$ cat config.mk
export PLATFORM = sky130hd
export DESIGN_NAME = store_defer_buf
export DESIGN_NICKNAME = d
export VERILOG_FILES = /design/src/rtl/sb_pkg.sv /design/src/rtl/sb_commit_ctl.sv /design/src/rtl/sb_entry.sv /design/src/rtl/sb_fwd.sv /design/src/rtl/store_defer_buf.sv
export SDC_FILE = /design/constraint.sdc
export NUM_CORES = 1
export LEC_CHECK = 0
export ABC_AREA = 0
export BUFFER_PORTS_ARGS = -buffer_cell sky130_fd_sc_hd__buf_2
export CELL_PAD_IN_SITES_DETAIL_PLACEMENT = 1
export CELL_PAD_IN_SITES_GLOBAL_PLACEMENT = 2
export CORE_MARGIN = 4
export CORE_UTILIZATION = 24
export DETAILED_ROUTE_END_ITERATION = 16
export GPL_ROUTABILITY_DRIVEN = 0
export GPL_TIMING_DRIVEN = 0
export PLACE_DENSITY = 0.79
export SETUP_SLACK_MARGIN = 0.2
export SYNTH_ARGS = -nofsm -noshare
export SYNTH_HDL_FRONTEND = slang
export SYNTH_HIERARCHICAL = 1
export SYNTH_SLANG_ARGS = --single-unit
$ cat constraint.sdc
create_clock -name clk -period 2.2 [get_ports clk]
set_input_delay 0.33 -clock clk [delete_from_list [all_inputs] [get_ports clk]]
set_output_delay 0.33 -clock clk [all_outputs]
set_load 0.05 [all_outputs]
$ cat src/rtl/sb_pkg.sv
package sb_pkg;
  typedef enum logic [1:0] {
    CM_NONE  = 2'd0,
    CM_IDLE  = 2'd1,
    CM_FORCE = 2'd2,
    CM_FLUSH = 2'd3
  } commit_cause_e;
endpackage

$ cat src/rtl/sb_commit_ctl.sv
module sb_commit_ctl
  import sb_pkg::*;
(
  input  logic          clk,
  input  logic          rst_n,
  input  logic          pending,
  input  logic          ld_active,
  input  logic          take_store,
  input  logic          flush,
  output logic          do_commit,
  output commit_cause_e cause
);
  // Priority: a quiet array always wins; otherwise a replacing store, then flush.
  always_comb begin
    cause = CM_NONE;
    if (pending) begin
      if (!ld_active)      cause = CM_IDLE;
      else if (take_store) cause = CM_FORCE;
      else if (flush)      cause = CM_FLUSH;
    end
  end

  assign do_commit = (cause != CM_NONE);

  // a free array cycle is never wasted when an entry waits
  assert_idle_commit_R4: assert property (@(posedge clk) disable iff (!rst_n)
    (pending && !ld_active) |-> do_commit);
  // a replacing hit store always pushes the old entry out
  assert_force_commit_R6: assert property (@(posedge clk) disable iff (!rst_n)
    (pending && take_store) |-> do_commit);
  // a load-busy cycle with no forcing event writes nothing
  assert_load_blocks_R5: assert property (@(posedge clk) disable iff (!rst_n)
    (ld_active && !take_store && !flush) |-> !do_commit);
endmodule

$ cat src/rtl/sb_entry.sv
module sb_entry #(
  parameter int AW = 10,
  parameter int DW = 32,
  localparam int BW = DW / 8
) (
  input  logic          clk,
  input  logic          rst_n,
  input  logic          capture,
  input  logic          release_e,
  input  logic [AW-1:0] in_addr,
  input  logic [DW-1:0] in_data,
  input  logic [BW-1:0] in_be,
  output logic          pending,
  output logic [AW-1:0] q_addr,
  output logic [DW-1:0] q_data,
  output logic [BW-1:0] q_be
);
  always_ff @(posedge clk or negedge rst_n) begin
    if (!rst_n) begin
      pending <= 1'b0;
      q_addr  <= '0;
      q_data  <= '0;
      q_be    <= '0;
    end else begin
      if (capture) begin
        pending <= 1'b1;
        q_addr  <= in_addr;
        q_data  <= in_data;
        q_be    <= in_be;
      end else if (release_e) begin
        pending <= 1'b0;
      end
    end
  end

  // a held entry keeps its contents until it is released or replaced
  assert_hold_stable_R5: assert property (@(posedge clk) disable iff (!rst_n)
    (pending && !capture && !release_e) |=> (pending && $stable(q_addr) && $stable(q_data) && $stable(q_be)));
  // a capture always leaves an entry pending
  assert_capture_R2: assert property (@(posedge clk) disable iff (!rst_n)
    capture |=> pending);
endmodule

$ cat src/rtl/sb_fwd.sv
module sb_fwd #(
  parameter int AW = 10,
  parameter int DW = 32,
  localparam int BW = DW / 8
) (
  input  logic          pending,
  input  logic [AW-1:0] ent_addr,
  input  logic [DW-1:0] ent_data,
  input  logic [BW-1:0] ent_be,
  input  logic [AW-1:0] ld_addr,
  input  logic [DW-1:0] arr_rdata,
  output logic          fwd_hit,
  output logic [DW-1:0] ld_rdata
);
  // Expand byte enables to a bit mask; lane i covers bits [8i+7:8i]
  function automatic logic [DW-1:0] lane_mask(input logic [BW-1:0] be);
    logic [DW-1:0] m;
    for (int i = 0; i < BW; i++) m[i*8 +: 8] = {8{be[i]}};
    return m;
  endfunction

  function automatic logic [DW-1:0] overlay(input logic [DW-1:0] base,
                                            input logic [DW-1:0] top,
                                            input logic [DW-1:0] mask);
    return (base & ~mask) | (top & mask);
  endfunction

  assign fwd_hit  = pending && (ent_addr == ld_addr);
  assign ld_rdata = fwd_hit ? overlay(arr_rdata, ent_data, lane_mask(ent_be)) : arr_rdata;

  // without a matching entry the array data passes through untouched
  always_comb begin
    if (!fwd_hit) assert_passthru_R8: assert (ld_rdata == arr_rdata);
  end
endmodule

$ cat src/rtl/store_defer_buf.sv
module store_defer_buf
  import sb_pkg::*;
#(
  parameter int AW = 10,
  parameter int DW = 32,
  localparam int BW = DW / 8
) (
  input  logic          clk,
  input  logic          rst_n,
  input  logic          st_valid,
  input  logic [AW-1:0] st_addr,
  input  logic [DW-1:0] st_data,
  input  logic [BW-1:0] st_be,
  input  logic          tag_hit,
  input  logic          flush,
  input  logic          ld_active,
  input  logic [AW-1:0] ld_addr,
  input  logic [DW-1:0] arr_rdata,
  output logic [DW-1:0] ld_rdata,
  output logic          arr_wr_en,
  output logic [AW-1:0] arr_wr_addr,
  output logic [DW-1:0] arr_wr_data,
  output logic [BW-1:0] arr_wr_be,
  output logic          miss_pulse,
  output logic          sb_empty
);
  // Named internal events
  logic          ev_take;
  logic          ev_miss;
  logic          ev_commit;
  logic          ev_fwd;
  commit_cause_e ev_cause;
  logic          pend;
  logic [AW-1:0] e_addr;
  logic [DW-1:0] e_data;
  logic [BW-1:0] e_be;

  assign ev_take = st_valid && tag_hit;
  assign ev_miss = st_valid && !tag_hit;

  sb_commit_ctl u_ctl (
    .clk        (clk),
    .rst_n      (rst_n),
    .pending    (pend),
    .ld_active  (ld_active),
    .take_store (ev_take),
    .flush      (flush),
    .do_commit  (ev_commit),
    .cause      (ev_cause)
  );

  sb_entry #(.AW(AW), .DW(DW)) u_entry (
    .clk       (clk),
    .rst_n     (rst_n),
    .capture   (ev_take),
    .release_e (ev_commit),
    .in_addr   (st_addr),
    .in_data   (st_data),
    .in_be     (st_be),
    .pending   (pend),
    .q_addr    (e_addr),
    .q_data    (e_data),
    .q_be      (e_be)
  );

  sb_fwd #(.AW(AW), .DW(DW)) u_fwd (
    .pending   (pend),
    .ent_addr  (e_addr),
    .ent_data  (e_data),
    .ent_be    (e_be),
    .ld_addr   (ld_addr),
    .arr_rdata (arr_rdata),
    .fwd_hit   (ev_fwd),
    .ld_rdata  (ld_rdata)
  );

  always_ff @(posedge clk or negedge rst_n) begin
    if (!rst_n) miss_pulse <= 1'b0;
    else        miss_pulse <= ev_miss;
  end

  assign arr_wr_en   = ev_commit;
  assign arr_wr_addr = e_addr;
  assign arr_wr_data = e_data;
  assign arr_wr_be   = e_be;
  assign sb_empty    = !pend;

  // a missed store is reported in the next cycle
  assert_miss_report_R3: assert property (@(posedge clk) disable iff (!rst_n)
    ev_miss |=> miss_pulse);
  // a miss alone never empties or fills the entry
  assert_miss_keeps_R3: assert property (@(posedge clk) disable iff (!rst_n)
    (ev_miss && !ev_commit) |=> (sb_empty == $past(sb_empty)));
  // flush without a new store leaves the buffer empty
  assert_flush_empty_R9: assert property (@(posedge clk) disable iff (!rst_n)
    (flush && !ev_take) |=> sb_empty);
  // no write can come out of an empty buffer
  assert_no_ghost_write_R1: assert property (@(posedge clk) disable iff (!rst_n)
    sb_empty |-> !arr_wr_en);
  // the cause reported for a load-cycle write is a forcing event
  assert_cause_R6: assert property (@(posedge clk) disable iff (!rst_n)
    (arr_wr_en && ld_active) |-> (ev_cause == CM_FORCE || ev_cause == CM_FLUSH));
  // forwarding only when a load address meets a live entry
  assert_fwd_live_R8: assert property (@(posedge clk) disable iff (!rst_n)
    ev_fwd |-> !sb_empty);
endmodule

# After elaboration in Yosys (flattened, before gate mapping)
# Cells that the tools add are included.
# word_totals
register_bits	48
in_bits	94
out_inout_bits	81
wordCells	24
# classes
eq_ne	1
mux	7
bitwise_logic	4
reduce_logical	7
# ops
cell	n
32-bit AND	2
32-bit two-way mux	1
32-bit inverter	1
32-bit bitwise OR	1
10-bit == test	1
2-bit two-way mux	4
2-bit nonzero test	2
1-bit logical AND	3
1-bit logical NOT	2
1-bit two-way mux	2

# Logic depth before layout (Yosys ltp)
# logic_depth
depth_word	7
depth_mapped	5
depth_no_buf	5

# Cells and area by module
# Netlist, hierarchy kept.
# by_module_without_submodules
module	instances	cells_per_inst	area_per_inst_um2	seq_area_each_um2
sb_entry	1	100	1864.3	1176.1
sb_fwd	1	51	520.5	0.0
store_defer_buf	1	4	45.0	25.0
sb_commit_ctl	1	6	32.5	0.0

# Least setup slack after synthesis
# Ideal clock, no wire load.
# synth_timing
path_kind	register -> output
startpoint	register u_entry.q_addr[3]
endpoint	output port ld_rdata[0]
t_arrival_ns	1.944
required_time_ns	1.870
setup_slack_ns	-0.074
stages_incl_launch_ff	6
path_cell_list	dfrtp_1 -> xnor2_1 -> nand2_1 -> nor4_4 -> nand2_2 -> mux2_2
# synth_via
elab_chain_cells	3
# synth_rtl
element	line_no	text
start: declaration	sb_entry.sv:14	output logic [AW-1:0] q_addr,
start signal: assignment	sb_entry.sv:27	q_addr <= in_addr;
10-bit == test	sb_fwd.sv:28	assign fwd_hit = pending && (ent_addr == ld_addr);
1-bit logical AND	sb_fwd.sv:28	
named net ev_fwd	store_defer_buf.sv:31	logic ev_fwd;
32-bit two-way mux	sb_fwd.sv:29	assign ld_rdata = fwd_hit ? overlay(arr_rdata, ent_data, lane_mask(ent_be)) : arr_rdata;
end: declaration	store_defer_buf.sv:19	output logic [DW-1:0] ld_rdata,
# The timed path passes the listed nets, and every way through them passes these cells.

# Worst setup path after layout
# layout_timing
startpoint	register u_entry.q_addr[9]
endpoint	output port ld_rdata[17]
# The elaborated chain is that of the path after synthesis.

==> summary.md <==
| Metric | Value |
|---|---|
| YS warnings | 6 |
| Failing checks | setup timing |
| Sw power | 1.222 mW |
| Sink Count | 48 |
| Clock Latency Late Sink | 300 ps |
| GR Layer Usage met3 | 3.789% |
| All-Layer GR Usage | 12.04% |
| Most common cell after layout, fill and taps aside | buf_2 |
| Die Y | 108.9 µm |
| Slew Limit Headroom | 28.19% |
| Seq pwr share | 37.7% |
| Die span in x | 108.9 µm |
| First-pass GRT wire length | 11.21 mm |
| Unrepaired setup endpoints after global routing | yes |
| Fin crit share | 110.6% |
| Max Slew Vio Count | 0 |
| DR WL/cell | 15.30 µm |
| Worst r2r src | u_entry/pending$_DFFE_PN0P_ |
| IO Port Bufs | 174 |
| Final worst setup slack | -232.7 ps |
| Comb power frac | 41.0% |
| PD cells | 765.1 mW/mm² |
| Full die area | 0.01185 mm² |
| Crit path DAT | 2100 ps |
| Detail Placement HPWL | 5.552 mm |
| Via Count | 2011 |
| Avg Inst Size Synth | 15.55 µm² |
| Max Cap Viol | 0 |
| Number of fillers in the final layout | 1097 |
| Antenna-violating nets left | 0 |
| Max VDD drop | 0.2438 mV |
| Switching Fraction | 40.61% |
| Initial core utilization | 24.86% |
| Crit Path Class | reg -> out |
| Hold Path Class | in -> async |
| Total grt overflow | 0 |
| Num CTS Buffers | 5 |
| Crit-path max FO | 8 |
| GR Util met1 | 13.90% |
| Startpoint Class | register |
| Diode count | 0 |
| Worst-path clk slew | 90 ps |
| Detailed Routing Iterations Pass 1 | 4 |
| Crit. End Element | output pin |
| Status | finished with violations |
| CTS Hold Bufs | 0 |
| Worst R2R End | u_entry/pending$_DFFE_PN0P_ |
| Worst EP required | 1870 ps |
| Crit path max-delay family | simple AND/OR/NAND/NOR gates |
| Clk network pwr share | 21.3% |
| Vias per cell | 4.234 |
| CP bufs+invs | 2 |
| Crit-path most repeated cell | buf_6 |
| Leading cell types in the layout, fill and taps excluded | buf_2, mux2_2, dfrtp_1 |
| Gr busiest metal | met2 |
| Area Growth Syn to Fin | 61.15% |
| WL final | 7.269 mm |
| Cell Rows | 36 |
| Number of top-level pins | 175 |
| Post-Syn Instances | 157 |
| Number of global-route vias before repair | 2279 |
| Leakage | 1.961 nW |
| Share of layout cells above drive strength 1 | 84.50% |
| Final Util | 40.06% |
| Worst Tran Pin Value | 1077 ps |
| Tmin final | 2433 ps |
| CTS tree | yes |
| GR Util met2 | 21.84% |
| Post-route DRC | 0 |
| Final Hold Fails | 0 |
| Clock Skews | 0 ps |
| CTS H-tree depth | 2 |
| R2R depth | 3 |
| Pin count of the biggest net entering global routing | 49 |
| Slowest stage delay, CP | 430 ps |
| CP cell instances | xnor2_2 > nand3_2 > nor4_4 > buf_6 > nand2_8 > mux2_4 > buf_6 |
| Power Internal | 1.788 mW |
| Max Buffers Root-to-Sink | 2 |
| Nets | 435 |
| Crit path max-delay cell type | dfrtp_2 |
| CTS root buf | clkbuf_8 |
| Max Clk Rate | 0.4111 GHz |
| Syn Nets | 251 |
| Worst R2R Setup Slack | 1190 ps |
| Core area | 0.009819 mm² |
| Hold slack | 232.7 ps |
| Setup Viol. Count Final | 32 |
| Iteration-0 DRC Markers | 33 |
| Mapped cell area | 0.002441 mm² |
| Initial antenna violation count | 0 |
worst max path at each step:
stage | endpoint | from | cells after the start | slack [ps]
finish | ld_rdata[17] | u_entry/q_addr[9]$_DFFE_PN0P_ | 7 | -230
global route | ld_rdata[5] | u_entry/q_addr[8]$_DFFE_PN0P_ | 7 | -390
CTS | ld_rdata[11] | u_entry/q_addr[8]$_DFFE_PN0P_ | 7 | -260
detailed placement | ld_rdata[24] | ld_addr[9] | 7 | -250
global placement | ld_rdata[25] | ld_addr[9] | 7 | -240
floorplan | ld_rdata[0] | u_entry/q_addr[3]$_DFFE_PN0P_ | 5 | 70
worst reg2reg max path, cell delays in order (launching register included):
cell and delay [ps]:
dfrtp_1 420, a21boi_0 270, inv_1 70, a21o_1 150
power groups by stage:
| stage | clock, mW | combinational [mW] | sequential, mW |
|---|---|---|---|
| 4_1_cts | 0.681 | 1.25 | 1.14 |
| 2_1_floorplan | 0 | 0.418 | 1.58 |
| 5_1_grt | 0.713 | 1.30 | 1.16 |
| 3_5_place_dp | 0 | 1.18 | 1.14 |
| 6_report | 0.640 | 1.23 | 1.14 |
| 3_3_place_gp | 0 | 1.17 | 1.14 |
through the flow:
step	total power, mW	setup TNS [ps]	std cells	worst slack, ps	area (µm²)
floorplan	1.995	0	157	67.92	2476
global placement	2.302	-7089	464	-242.8	3513
detailed placement	2.322	-7330	464	-252.5	3513
CTS	3.068	-7895	475	-262.8	3934
global route	3.168	-11700	475	-388.8	3934
finish	3.010	-6755	475	-232.7	3934
area by class of cell:
cell class	count	area [µm²]	area share [%]
Multi-Input combinational cell	102	1287	32.73
Sequential cell	48	1214	30.85
Timing Repair Buffer	177	1097	27.89
Tap cell	133	166.4	4.230
Clock buffer	5	68.82	1.749
Buffer	5	50.05	1.272
Clock inverter	3	42.54	1.081
Inverter	2	7.507	0.1908
metal layers:
layer	wire, µm	up-vias
li1	-	927
met1	2854	976
met2	3688	106
met3	701	2
met4	24	0
met5	0	-
state kept, by name (all words and copies together) (netlist names):
signal	flops
miss_pulse	1
u_entry/pending	1
u_entry/q_addr	10
u_entry/q_be	4
u_entry/q_data	32
timing repair:
action                     CTS  global route
pin swaps                    5             0
setup buffers                3             0
resized for setup           77             0
setup endpoints to repair   32            32
Note: power is estimated with default switching activity, not from simulation.
